**src/rtl/lpc_tgt_pkg.sv**
```systemverilog
package lpc_tgt_pkg;
   typedef enum logic [3:0] {
      S_IDLE, S_CTYPE, S_ADDR, S_DCHAN, S_DSIZE,
      S_HDATA, S_HTAR, S_SYNC, S_TDATA, S_TTAR
   } lpc_st_e;

   localparam logic [3:0] NIB_START    = 4'b0000;
   localparam logic [3:0] NIB_READY    = 4'b0000;
   localparam logic [3:0] NIB_TAR      = 4'b1111;
   localparam logic [3:0] CT_IO_RD     = 4'b0000;
   localparam logic [3:0] CT_IO_WR     = 4'b0010;
   localparam logic [3:0] CT_DMA_RD    = 4'b1000;
   localparam logic [3:0] CT_DMA_WR    = 4'b1010;
   localparam logic [3:0] DMA_SIZE_ONE = 4'b0000;
endpackage

```
**src/rtl/lpc_tgt_fsm.sv**
```systemverilog
module lpc_tgt_fsm
   import lpc_tgt_pkg::*;
#(
   parameter int ADDR_NIBBLES = 4,
   parameter int CNT_W        = 2
) (
   input  logic             clk,
   input  logic             rst_n,
   input  logic             lframe_n,
   input  logic [3:0]       lad_i,
   input  logic             reg_ready,
   output lpc_st_e          st,
   output logic [CNT_W-1:0] cnt,
   output logic             is_dma,
   output logic             host_drv
);
   localparam logic [CNT_W-1:0] LAST_ADDR = CNT_W'(ADDR_NIBBLES - 1);
   localparam logic [CNT_W-1:0] LAST_PAIR = CNT_W'(1);

   lpc_st_e          st_n;
   logic [CNT_W-1:0] cnt_n;
   logic             dma_n, hd_n;

   always_comb begin
      st_n  = st;
      cnt_n = '0;
      dma_n = is_dma;
      hd_n  = host_drv;
      if (!lframe_n) begin
         st_n = (lad_i == NIB_START) ? S_CTYPE : S_IDLE;
      end else begin
         case (st)
            S_IDLE: st_n = S_IDLE;
            S_CTYPE: begin
               case (lad_i)
                  CT_IO_RD:  begin st_n = S_ADDR;  dma_n = 1'b0; hd_n = 1'b0; end
                  CT_IO_WR:  begin st_n = S_ADDR;  dma_n = 1'b0; hd_n = 1'b1; end
                  CT_DMA_RD: begin st_n = S_DCHAN; dma_n = 1'b1; hd_n = 1'b1; end
                  CT_DMA_WR: begin st_n = S_DCHAN; dma_n = 1'b1; hd_n = 1'b0; end
                  default:   st_n = S_IDLE;
               endcase
            end
            S_ADDR: begin
               if (cnt == LAST_ADDR) st_n = host_drv ? S_HDATA : S_HTAR;
               else                  cnt_n = cnt + 1'b1;
            end
            S_DCHAN: st_n = S_DSIZE;
            S_DSIZE: begin
               if (lad_i == DMA_SIZE_ONE) st_n = host_drv ? S_HDATA : S_HTAR;
               else                       st_n = S_IDLE;
            end
            S_HDATA: begin
               if (cnt == LAST_PAIR) st_n = S_HTAR;
               else                  cnt_n = cnt + 1'b1;
            end
            S_HTAR: begin
               if (cnt == LAST_PAIR) st_n = S_SYNC;
               else                  cnt_n = cnt + 1'b1;
            end
            S_SYNC: begin
               if (reg_ready) st_n = host_drv ? S_TTAR : S_TDATA;
            end
            S_TDATA: begin
               if (cnt == LAST_PAIR) st_n = S_TTAR;
               else                  cnt_n = cnt + 1'b1;
            end
            S_TTAR: begin
               if (cnt == LAST_PAIR) st_n = S_IDLE;
               else                  cnt_n = cnt + 1'b1;
            end
            default: st_n = S_IDLE;
         endcase
      end
   end

   always_ff @(posedge clk or negedge rst_n) begin
      if (!rst_n) begin
         st       <= S_IDLE;
         cnt      <= '0;
         is_dma   <= 1'b0;
         host_drv <= 1'b0;
      end else begin
         st       <= st_n;
         cnt      <= cnt_n;
         is_dma   <= dma_n;
         host_drv <= hd_n;
      end
   end

   AST_ABORT_IDLE: assert property (@(posedge clk) disable iff (!rst_n)
      (!lframe_n && lad_i != NIB_START) |=> st == S_IDLE);
   AST_RESTART: assert property (@(posedge clk) disable iff (!rst_n)
      (!lframe_n && lad_i == NIB_START) |=> st == S_CTYPE);
endmodule

```
**src/rtl/lpc_tgt_datapath.sv**
```systemverilog
module lpc_tgt_datapath
   import lpc_tgt_pkg::*;
#(
   parameter int         ADDR_NIBBLES  = 4,
   parameter int         CNT_W         = 2,
   parameter logic [3:0] IO_WAIT_CODE  = 4'b0110,
   parameter logic [3:0] DMA_WAIT_CODE = 4'b0101,
   localparam int        ADDR_W        = 4 * ADDR_NIBBLES
) (
   input  logic              clk,
   input  logic              rst_n,
   input  lpc_st_e           st,
   input  logic [CNT_W-1:0]  cnt,
   input  logic              is_dma,
   input  logic              host_drv,
   input  logic [3:0]        lad_i,
   input  logic              reg_ready,
   input  logic [7:0]        reg_rdata,
   output logic [ADDR_W-1:0] addr,
   output logic [7:0]        wdata,
   output logic [3:0]        lad_o,
   output logic              lad_oe
);
   logic [7:0] rdata_q;
   logic [3:0] wait_code;

   assign wait_code = is_dma ? DMA_WAIT_CODE : IO_WAIT_CODE;

   always_ff @(posedge clk or negedge rst_n) begin
      if (!rst_n) begin
         addr    <= '0;
         wdata   <= '0;
         rdata_q <= '0;
      end else begin
         case (st)
            S_ADDR:  addr <= {addr[ADDR_W-5:0], lad_i};
            S_DCHAN: addr <= ADDR_W'(lad_i);
            S_HDATA: begin
               if (cnt[0]) wdata[7:4] <= lad_i;
               else        wdata[3:0] <= lad_i;
            end
            S_SYNC:  if (reg_ready && !host_drv) rdata_q <= reg_rdata;
            default: ;
         endcase
      end
   end

   always_comb begin
      lad_o  = 4'b0000;
      lad_oe = 1'b0;
      case (st)
         S_SYNC: begin
            lad_oe = 1'b1;
            lad_o  = reg_ready ? NIB_READY : wait_code;
         end
         S_TDATA: begin
            lad_oe = 1'b1;
            lad_o  = cnt[0] ? rdata_q[7:4] : rdata_q[3:0];
         end
         S_TTAR: begin
            lad_oe = (cnt == '0);
            lad_o  = NIB_TAR;
         end
         default: ;
      endcase
   end

   AST_WAIT_HELD: assert property (@(posedge clk) disable iff (!rst_n)
      (st == S_SYNC && $past(st) == S_SYNC && !reg_ready && !$past(reg_ready))
      |-> lad_o == $past(lad_o));
endmodule

```
**src/rtl/lpc_tgt_reqsync.sv**
```systemverilog
module lpc_tgt_reqsync #(
   parameter int STAGES = 2
) (
   input  logic clk,
   input  logic rst_n,
   input  logic req,
   output logic ldrq_n
);
   logic [STAGES-1:0] q;

   generate
      if (STAGES == 1) begin : g_single
         always_ff @(posedge clk or negedge rst_n) begin
            if (!rst_n) q <= '0;
            else        q <= req;
         end
      end else begin : g_chain
         always_ff @(posedge clk or negedge rst_n) begin
            if (!rst_n) q <= '0;
            else        q <= {q[STAGES-2:0], req};
         end
      end
   endgenerate

   assign ldrq_n = ~q[STAGES-1];
endmodule

```
**src/rtl/lpc_target.sv**
```systemverilog
module lpc_target
   import lpc_tgt_pkg::*;
#(
   parameter int         ADDR_NIBBLES  = 4,
   parameter int         REQ_STAGES    = 2,
   parameter logic [3:0] IO_WAIT_CODE  = 4'b0110,
   parameter logic [3:0] DMA_WAIT_CODE = 4'b0101,
   localparam int        ADDR_W        = 4 * ADDR_NIBBLES,
   localparam int        CNT_W         = (ADDR_NIBBLES > 2) ? $clog2(ADDR_NIBBLES) : 1
) (
   input  logic              clk,
   input  logic              rst_n,
   input  logic              lframe_n,
   input  logic [3:0]        lad_i,
   output logic [3:0]        lad_o,
   output logic              lad_oe,
   output logic              ldrq_n,
   input  logic              dma_req,
   output logic [ADDR_W-1:0] reg_addr,
   output logic [7:0]        reg_wdata,
   output logic              reg_rd,
   output logic              reg_wr,
   output logic              reg_dma,
   input  logic [7:0]        reg_rdata,
   input  logic              reg_ready
);
   initial begin
      assert (ADDR_NIBBLES >= 2 && ADDR_NIBBLES <= 8)
         else $error("ADDR_NIBBLES out of range");
      assert (REQ_STAGES >= 1 && REQ_STAGES <= 3)
         else $error("REQ_STAGES out of range");
      assert (IO_WAIT_CODE != NIB_READY && DMA_WAIT_CODE != NIB_READY)
         else $error("wait code collides with ready code");
   end

   lpc_st_e          st;
   logic [CNT_W-1:0] cnt;
   logic             is_dma, host_drv;

   lpc_tgt_fsm #(.ADDR_NIBBLES(ADDR_NIBBLES), .CNT_W(CNT_W)) u_fsm (
      .clk(clk), .rst_n(rst_n), .lframe_n(lframe_n), .lad_i(lad_i),
      .reg_ready(reg_ready), .st(st), .cnt(cnt), .is_dma(is_dma),
      .host_drv(host_drv)
   );

   lpc_tgt_datapath #(
      .ADDR_NIBBLES(ADDR_NIBBLES), .CNT_W(CNT_W),
      .IO_WAIT_CODE(IO_WAIT_CODE), .DMA_WAIT_CODE(DMA_WAIT_CODE)
   ) u_dp (
      .clk(clk), .rst_n(rst_n), .st(st), .cnt(cnt), .is_dma(is_dma),
      .host_drv(host_drv), .lad_i(lad_i), .reg_ready(reg_ready),
      .reg_rdata(reg_rdata), .addr(reg_addr), .wdata(reg_wdata),
      .lad_o(lad_o), .lad_oe(lad_oe)
   );

   lpc_tgt_reqsync #(.STAGES(REQ_STAGES)) u_req (
      .clk(clk), .rst_n(rst_n), .req(dma_req), .ldrq_n(ldrq_n)
   );

   assign reg_rd  = (st == S_SYNC) && !host_drv;
   assign reg_wr  = (st == S_SYNC) &&  host_drv;
   assign reg_dma = is_dma;

   always @(negedge clk) begin
      if (!rst_n) begin
         AST_RESET_QUIET: assert (!lad_oe && ldrq_n && !reg_rd && !reg_wr);
      end
   end

   AST_STROBE_DROP: assert property (@(posedge clk) disable iff (!rst_n)
      (reg_ready && (reg_rd || reg_wr) && lframe_n) |=> !(reg_rd || reg_wr));
   AST_TAR_RELEASE: assert property (@(posedge clk) disable iff (!rst_n)
      ($fell(lad_oe) && $past(lframe_n)) |-> $past(lad_o) == NIB_TAR);
endmodule

```
**config.mk**
```make
export PLATFORM = sky130hd
export DESIGN_NAME = lpc_target
export DESIGN_NICKNAME = d
export VERILOG_FILES = /design/src/rtl/lpc_tgt_pkg.sv /design/src/rtl/lpc_tgt_fsm.sv /design/src/rtl/lpc_tgt_datapath.sv /design/src/rtl/lpc_tgt_reqsync.sv /design/src/rtl/lpc_target.sv
export SDC_FILE = /design/constraint.sdc
export NUM_CORES = 1
export LEC_CHECK = 0
export BUFFER_PORTS_ARGS = -buffer_cell sky130_fd_sc_hd__buf_2
export CORE_MARGIN = 10
export CORE_UTILIZATION = 53
export CTS_CLUSTER_SIZE = 20
export DETAILED_ROUTE_END_ITERATION = 10
export PLACE_DENSITY_LB_ADDON = 0.12
export SKIP_LAST_GASP = 1
export SYNTH_ARGS = -nofsm -noshare
export SYNTH_HDL_FRONTEND = slang
export SYNTH_SLANG_ARGS = --single-unit
```
**constraint.sdc**
```tcl
create_clock -name clk -period 2.2 [get_ports clk]
set_input_delay 0.33 -clock clk [delete_from_list [all_inputs] [get_ports clk]]
set_output_delay 0.33 -clock clk [all_outputs]
set_load 0.05 [all_outputs]
```
==> metrics.md, run 1 <==
| Metric | Value |
|---|---|
| Status | `finished clean` |
| Synthesized Nets | `216` |
| Routed WL | `4690 µm` |
| Worst slew margin | `0.713` |
| Met1 global-route usage | `0.158` |
| Clk sinks | `42` |
| Layout cells sized above 1 | `0.390` |
| Layout area overhead | `17.8%` |
| Final count of hold timing violations | `0` |
| Final Non-Filler Cells | `294` |
| Worst skew pair latency | `0.30 ns` |
| Core area | `0.00374 mm²` |
| Final Core Density | `0.663` |
| Post-layout min period | `2.11 ns` |
| Reg clk slew, reported paths | `0.08 ns` |
| Main combinational cell family by area after synthesis | `simple AND/OR/NAND/NOR gates` |
| TritonCTS clock tree | `yes` |
| Reg2reg setup slack | `0.33 ns` |
| Remaining global-route overflow | `0` |
| Critical R2R Launch | `u_fsm.cnt[1]` |
| Setup CP Type | `flop to output pin` |
| Post-route cell area | `0.00248 mm²` |
| Max cap viols | `0` |
| Yosys warns | `0` |
| DR vias/cell | `5.45` |
| Pwr/cell area | `569 mW/mm²` |
| Leak | `1.21 nW` |
| GRT busiest layer | `met2` |
| Die width | `83.1 µm` |
| Dpl hpwl | `3530 µm` |
| Synth Area in Compound Gates | `0.106` |
| Mux cell area share after synthesis | `0.134` |
| Total Routing Usage GR | `0.138` |
| Placed cell areas | `0.00238 mm²` |
| WHS Endpoint | `u_req.q[0]` |
| Synth Area in Adders | `0.0238` |
| Largest net degree at the start of global routing | `27` |
| Area of the multi-input gates | `970 µm²` |
| Root buf cell | `clkbuf_8` |
| Placer Congestion | `0.849` |
| Num rows | `22` |
| Bufs on Longest Clock Path | `2` |
| Initial Util | `0.563` |
| Xor/xnor share of the synthesized area | `0.00831` |
| DRC | `0` |
| Synth Instances | `195` |
| Reg2Reg Capture Point | `u_fsm.st[1]` |
| FF+latch count, synth | `42` |
| Startpoint Class | `flop` |
| Per-cell routed wire length | `16.0 µm` |
| Req. time, crit path | `1.87 ns` |
| Pwr Total | `1.41 mW` |
| Crit path max fanout | `14` |
| Met3 Resource Use GR | `0.0605` |
| Die area | `0.00690 mm²` |
| R2r worst-path depth | `6` |
| Seq/Total Area, Yosys | `0.499` |
| Peak Freq | `0.475 GHz` |
| Initial DRC Count | `153` |
| Hold_sp | `dma_req` |
| RSZ-0062 raised after global routing | `false` |
| Storage cell area | `0.00105 mm²` |
| Ports | `50` |
| DP Cell Count | `285` |
| Number of global-route vias before repair | `1686` |
| First-pass GRT wire length | `8060 µm` |
| Die Y | `83.1 µm` |
| Final Skew | `0.00870 ns` |
| VDD IR max | `0.000421 V` |
| Simple logic cell fraction of the synthesized area | `0.188` |
| Fillers | `330` |
| H-Tree Depth | `2` |
| Setup violators final | `0` |
| Drt first pass iters | `4` |
| ANT nets after route | `0` |
| Number of distinct library cells after synthesis | `45` |
| Mapped Avg Cell Area | `10.8 µm²` |
| Port bufs | `49` |
| Final-report max-slew violation count | `0` |
| Mapped Area | `0.00211 mm²` |
| Worst Max-Slew Pin Slew | `0.429 ns` |
| CTS buffer count | `5` |
| Hold Path Stages | `1` |
| CP Capture Type | `output pin` |
| Worst EP arrival | `1.78 ns` |
| GR Util met2 | `0.228` |
| # diodes | `0` |
| Nets | `266` |
| Worst Hold Class | `input port to flop` |
| Initial antenna violation count | `0` |
| Detailed-route via count | `1601` |
| Final worst-path cycle share | `0.957` |
## worst max-delay path: stages, from the launching register on
cell and delay, ns:
dfrtp_2 0.51, or3b_4 0.47, nand2_1 0.09, nand2_1 0.05, o21ai_0 0.07, buf_2 0.29
## metrics by stage
stage               hold slack [ns]  setup WS [ns]  setup TNS [ns]
floorplan                    0.0344         -0.287          -0.735
global placement              0.255          0.335               0
detailed placement            0.271          0.288               0
CTS                           0.134         0.0512               0
global route                  0.127         0.0165               0
finish                        0.138         0.0944               0
## how the worst max path moves through the flow
stage,slack (ns),to,cells after the start,from
after detailed placement,0.29,lad_o[0],5,u_fsm.st[2]
after CTS,0.05,lad_o[0],5,u_fsm.st[3]
after floorplan,-0.29,lad_o[0],4,u_fsm.st[2]
final,0.09,lad_o[0],5,u_fsm.st[2]
after global placement,0.33,lad_o[0],5,u_fsm.st[2]
after global routing,0.02,lad_o[1],4,u_fsm.st[1]
## cells in the mapped netlist, drive strengths merged
| library cell | n | area, µm² |
|---|---|---|
| dfrtp | 42 | 1050 |
| mux2 | 22 | 251 |
| nand2 | 20 | 75.1 |
| o21ai | 19 | 98.9 |
| nand2b | 15 | 93.8 |
| nor2 | 11 | 43.8 |
| clkbuf | 7 | 36.3 |
| nor2b | 6 | 37.5 |
| buf | 5 | 33.8 |
| inv | 5 | 18.8 |
| a211oi | 4 | 30.0 |
| ha | 4 | 50.1 |
| a31oi | 3 | 18.8 |
| mux2i | 3 | 30.0 |
| nand3 | 3 | 15.0 |
| and3 | 2 | 13.8 |
| nand4b | 2 | 17.5 |
| o22ai | 2 | 12.5 |
| or3b | 2 | 17.5 |
| or4b | 2 | 23.8 |
| a21boi | 1 | 7.51 |
| a21o | 1 | 7.51 |
| a21oi | 1 | 5.00 |
| a311oi | 1 | 8.76 |
| and2 | 1 | 6.26 |
| and2b | 1 | 10.0 |
| nand4 | 1 | 6.26 |
| nor3 | 1 | 5.00 |
| nor3b | 1 | 7.51 |
| nor4b | 1 | 15.0 |
| o221ai | 1 | 15.0 |
| o22a | 1 | 10.0 |
| o32ai | 1 | 8.76 |
| or4 | 1 | 7.51 |
| xnor2 | 1 | 8.76 |
| xor2 | 1 | 8.76 |
## cell families (layout without fill, tap and decap cells)
logic type | Yosys count | count (layout)
DFF | 42 | 42
muxes | 25 | 25
AOI/OAI and AO/OA | 35 | 35
xor gates and xnor gates | 2 | 2
buffers and inverters | 17 | 68
adders and majority gates | 4 | 4
and+or+nand+nor | 70 | 70
## layout make-up
type                    count  area share
multi-input cells         136       0.391
flip-flops and latches     42       0.425
repair buffers             55       0.118
inverters                   5     0.00756
clock inverters             2     0.00554
clock buffers               6      0.0292
well taps                  48      0.0242
## where the power goes
group / internal (mW) / switching, mW
clock network: 0.224 / 0.268
registers: 0.786 / 0.0118
logic: 0.0353 / 0.0875
## registers in the layout, summed over array words and instances, names as in the netlist
register and cells:
u_dp.addr 16, u_dp.rdata_q 8, u_dp.wdata 8, u_fsm.cnt 2
u_fsm.host_drv 1, u_fsm.is_dma 1, u_fsm.st 4, u_req.q 2
## cells in the final DEF (no fill, tap or decap), types with 2 or more instances in the layout
master and n:
a211oi_1 4, nand3_1 3, buf_2 49, nor2b_1 6, dfrtp_2 3, a31oi_1 3
dfrtp_1 39, inv_1 5, clkbuf_8 5, nand2b_1 15, nor2_1 10, nand2_1 20
o22ai_1 2, mux2i_1 3, o21ai_0 18, buf_4 5, ha_1 4, nand4b_1 2
mux2_2 21
## repair_timing
item	in CTS	in global routing
endpoints found under the setup margin	3	3
gates resized for setup	2	2
hold buffers	1	0
cloned	0	0
endpoints found under the hold margin	16	0
buffers inserted	0	0
## metal layers
| metal | routed length [µm] | vias to the layer above |
|---|---|---|
| li1 | - | 777 |
| met1 | 1970 | 766 |
| met2 | 2370 | 56 |
| met3 | 347 | 2 |
| met4 | 8 | 0 |
| met5 | 0 | - |
Power figures use the tool's default switching activity.
==> run 2: changes to the inputs <==
CORE_ASPECT_RATIO = 2   (was default)
==> metrics.md, run 2 (synthesis gave the netlist of run 1 again) <==
| Metric | Value |
|---|---|
| Slowest stage cell, crit path | `dfrtp_1` |
| Layout area overhead | `19.1%` |
| Final Core Density | `0.653` |
| Max cap viols | `0` |
| Crit path max fanout | `14` |
| Bufs on Longest Clock Path | `2` |
| Pwr/cell area | `559 mW/mm²` |
| Status | `finished, violations left` |
| Final-report max-slew violation count | `0` |
| Die Y | `109 µm` |
| RSZ-0062 raised after global routing | `false` |
| ANT nets after route | `0` |
| Root buf cell | `clkbuf_8` |
| Per-cell routed wire length | `15.4 µm` |
| # diodes | `0` |
| Fillers | `329` |
| Startpoint Class | `flop` |
| Number of flip-flops in the largest register | `16` |
| Post-layout min period | `2.10 ns` |
| Crit-path cells | `or3b_4, nand2_1, nand2_1, o21ai_0, clkbuf_4` |
| Req. time, crit path | `1.87 ns` |
| Initial Util | `0.548` |
| Final count of hold timing violations | `3` |
| Ports | `50` |
| DR vias/cell | `5.32` |
| Pre-CTS setup slack | `0.318 ns` |
| Reg2reg setup slack | `0.31 ns` |
| Die width | `64.6 µm` |
| Drt first pass iters | `5` |
| Post-CTS Setup Inserts | `0` |
| Worst Hold Class | `input port to async pin` |
| Dpl hpwl | `3580 µm` |
| VDD IR max | `0.000411 V` |
| Final Skew | `0.00475 ns` |
| Worst hold-check slack | `-0.00191 ns` |
| H-Tree Depth | `2` |
| Leak | `1.22 nW` |
| Remaining global-route overflow | `0` |
| First-pass GRT wire length | `7780 µm` |
| Total Routing Usage GR | `0.135` |
| Initial DRC Count | `54` |
| Layout cells sized above 1 | `0.387` |
| Worst skew pair latency | `0.29 ns` |
| Reg clk slew, reported paths | `0.08 ns` |
| Detailed-route via count | `1591` |
| Peak Freq | `0.476 GHz` |
| Commonest non-fill, non-tap cell in the layout | `buf_2` |
| Worst Max-Slew Pin Slew | `0.503 ns` |
| Crit path top cell by count | `nand2_1` |
| Core area | `0.00384 mm²` |
| Hold buffers post-CTS | `0` |
| Number of global-route vias before repair | `1706` |
| Worst EP arrival | `1.77 ns` |
| DRC | `0` |
| Num rows | `32` |
| CTS buffer count | `5` |
| Most frequent cells in the layout | `buf_2 (48), dfrtp_1 (42), mux2_2 (21), nand2_1 (20), o21ai_0 (18)` |
| Initial antenna violation count | `0` |
| Final worst-path cycle share | `0.954` |
| Top flop regs | `u_dp.addr (16), u_dp.rdata_q (8), u_dp.wdata (8)` |
| Setup violators final | `0` |
| Largest net degree at the start of global routing | `23` |
| Violated checks | `negative hold slack` |
| Largest register by flop count | `u_dp.addr` |
| Port bufs | `49` |
| Worst slew margin | `0.664` |
| Setup CP Type | `flop to output pin` |
| Die area | `0.00705 mm²` |
| Routed WL | `4620 µm` |
| Placer Congestion | `0.781` |
| TritonCTS clock tree | `yes` |
| Nets | `268` |
| CP Capture Type | `output pin` |
| Final worst setup slack | `0.101 ns` |
| Clk sinks | `42` |
| Critical Path Max Stage Delay | `0.53 ns` |
[run 2: layer usage]
| metal | global-route usage | up-vias | routed length [µm] | share of wire |
|---|---|---|---|---|
| met2 | 0.254 | 42 | 2510 | 0.54 |
| met3 | 0.0442 | 6 | 266 | 0.058 |
| met5 | 0 | - | 0 | 0 |
| met4 | 0.0477 | 0 | 71 | 0.015 |
| met1 | 0.133 | 766 | 1770 | 0.38 |
| li1 | - | 777 | - | - |
[run 2: worst max-delay path, delay by kind of cell (launching register included)]
| kind | cells | cell delay, ns |
|---|---|---|
| buffers and inverters | 1 | 0.26 |
| and+or+nand+nor | 3 | 0.63 |
| AOI/OAI and AO/OA | 1 | 0.07 |
| DFF | 1 | 0.53 |
[run 2: final cells by class]
class                           count  area (µm²)  area share
Sequential cell                    42        1050       0.419
Multi-Input combinational cell    136         970       0.386
Timing Repair Buffer               57         320       0.128
Clock buffer                        6        72.6      0.0289
Tap cell                           51        63.8      0.0254
Inverter                            5        18.8     0.00748
Clock inverter                      2        13.8     0.00548
[run 2: per-stage QoR]
| step | instances | power [mW] | setup TNS (ns) | instance area (µm²) |
|---|---|---|---|---|
| final | 299 | 1.40 | 0 | 2510 |
| after CTS | 299 | 1.42 | 0 | 2510 |
| after detailed placement | 291 | 0.940 | 0 | 2420 |
| after global routing | 299 | 1.46 | 0 | 2510 |
| after global placement | 291 | 0.940 | 0 | 2420 |
| after floorplan | 195 | 0.877 | -0.735 | 2110 |
[run 2: where the power goes]
| group | switching, mW | internal, mW |
|---|---|---|
| clock network | 0.258 | 0.224 |
| registers | 0.0114 | 0.786 |
| logic | 0.0875 | 0.0369 |
| total | 0.357 | 1.05 |
[run 2: timing repair]
| action | 4_1_cts | 5_1_grt |
|---|---|---|
| resized for setup | 1 | 1 |
| pin swaps | 0 | 0 |
| endpoints found under the setup margin | 1 | 1 |
[run 2: path summary, 6_finish.rpt]
| check | to | depth (start not counted) | start |
|---|---|---|---|
| max | lad_o[0] | 5 | u_fsm.st[2] |
| min | u_req.q[0] | 1 | rst_n |
| max reg2reg | u_fsm.st[1] | 6 | u_fsm.cnt[1] |
| min reg2reg | u_req.q[1] | 0 | u_req.q[0] |
| max in group asynchronous | u_dp.addr[0] | 2 | rst_n |
| min in group clk | u_req.q[0] | 1 | dma_req |
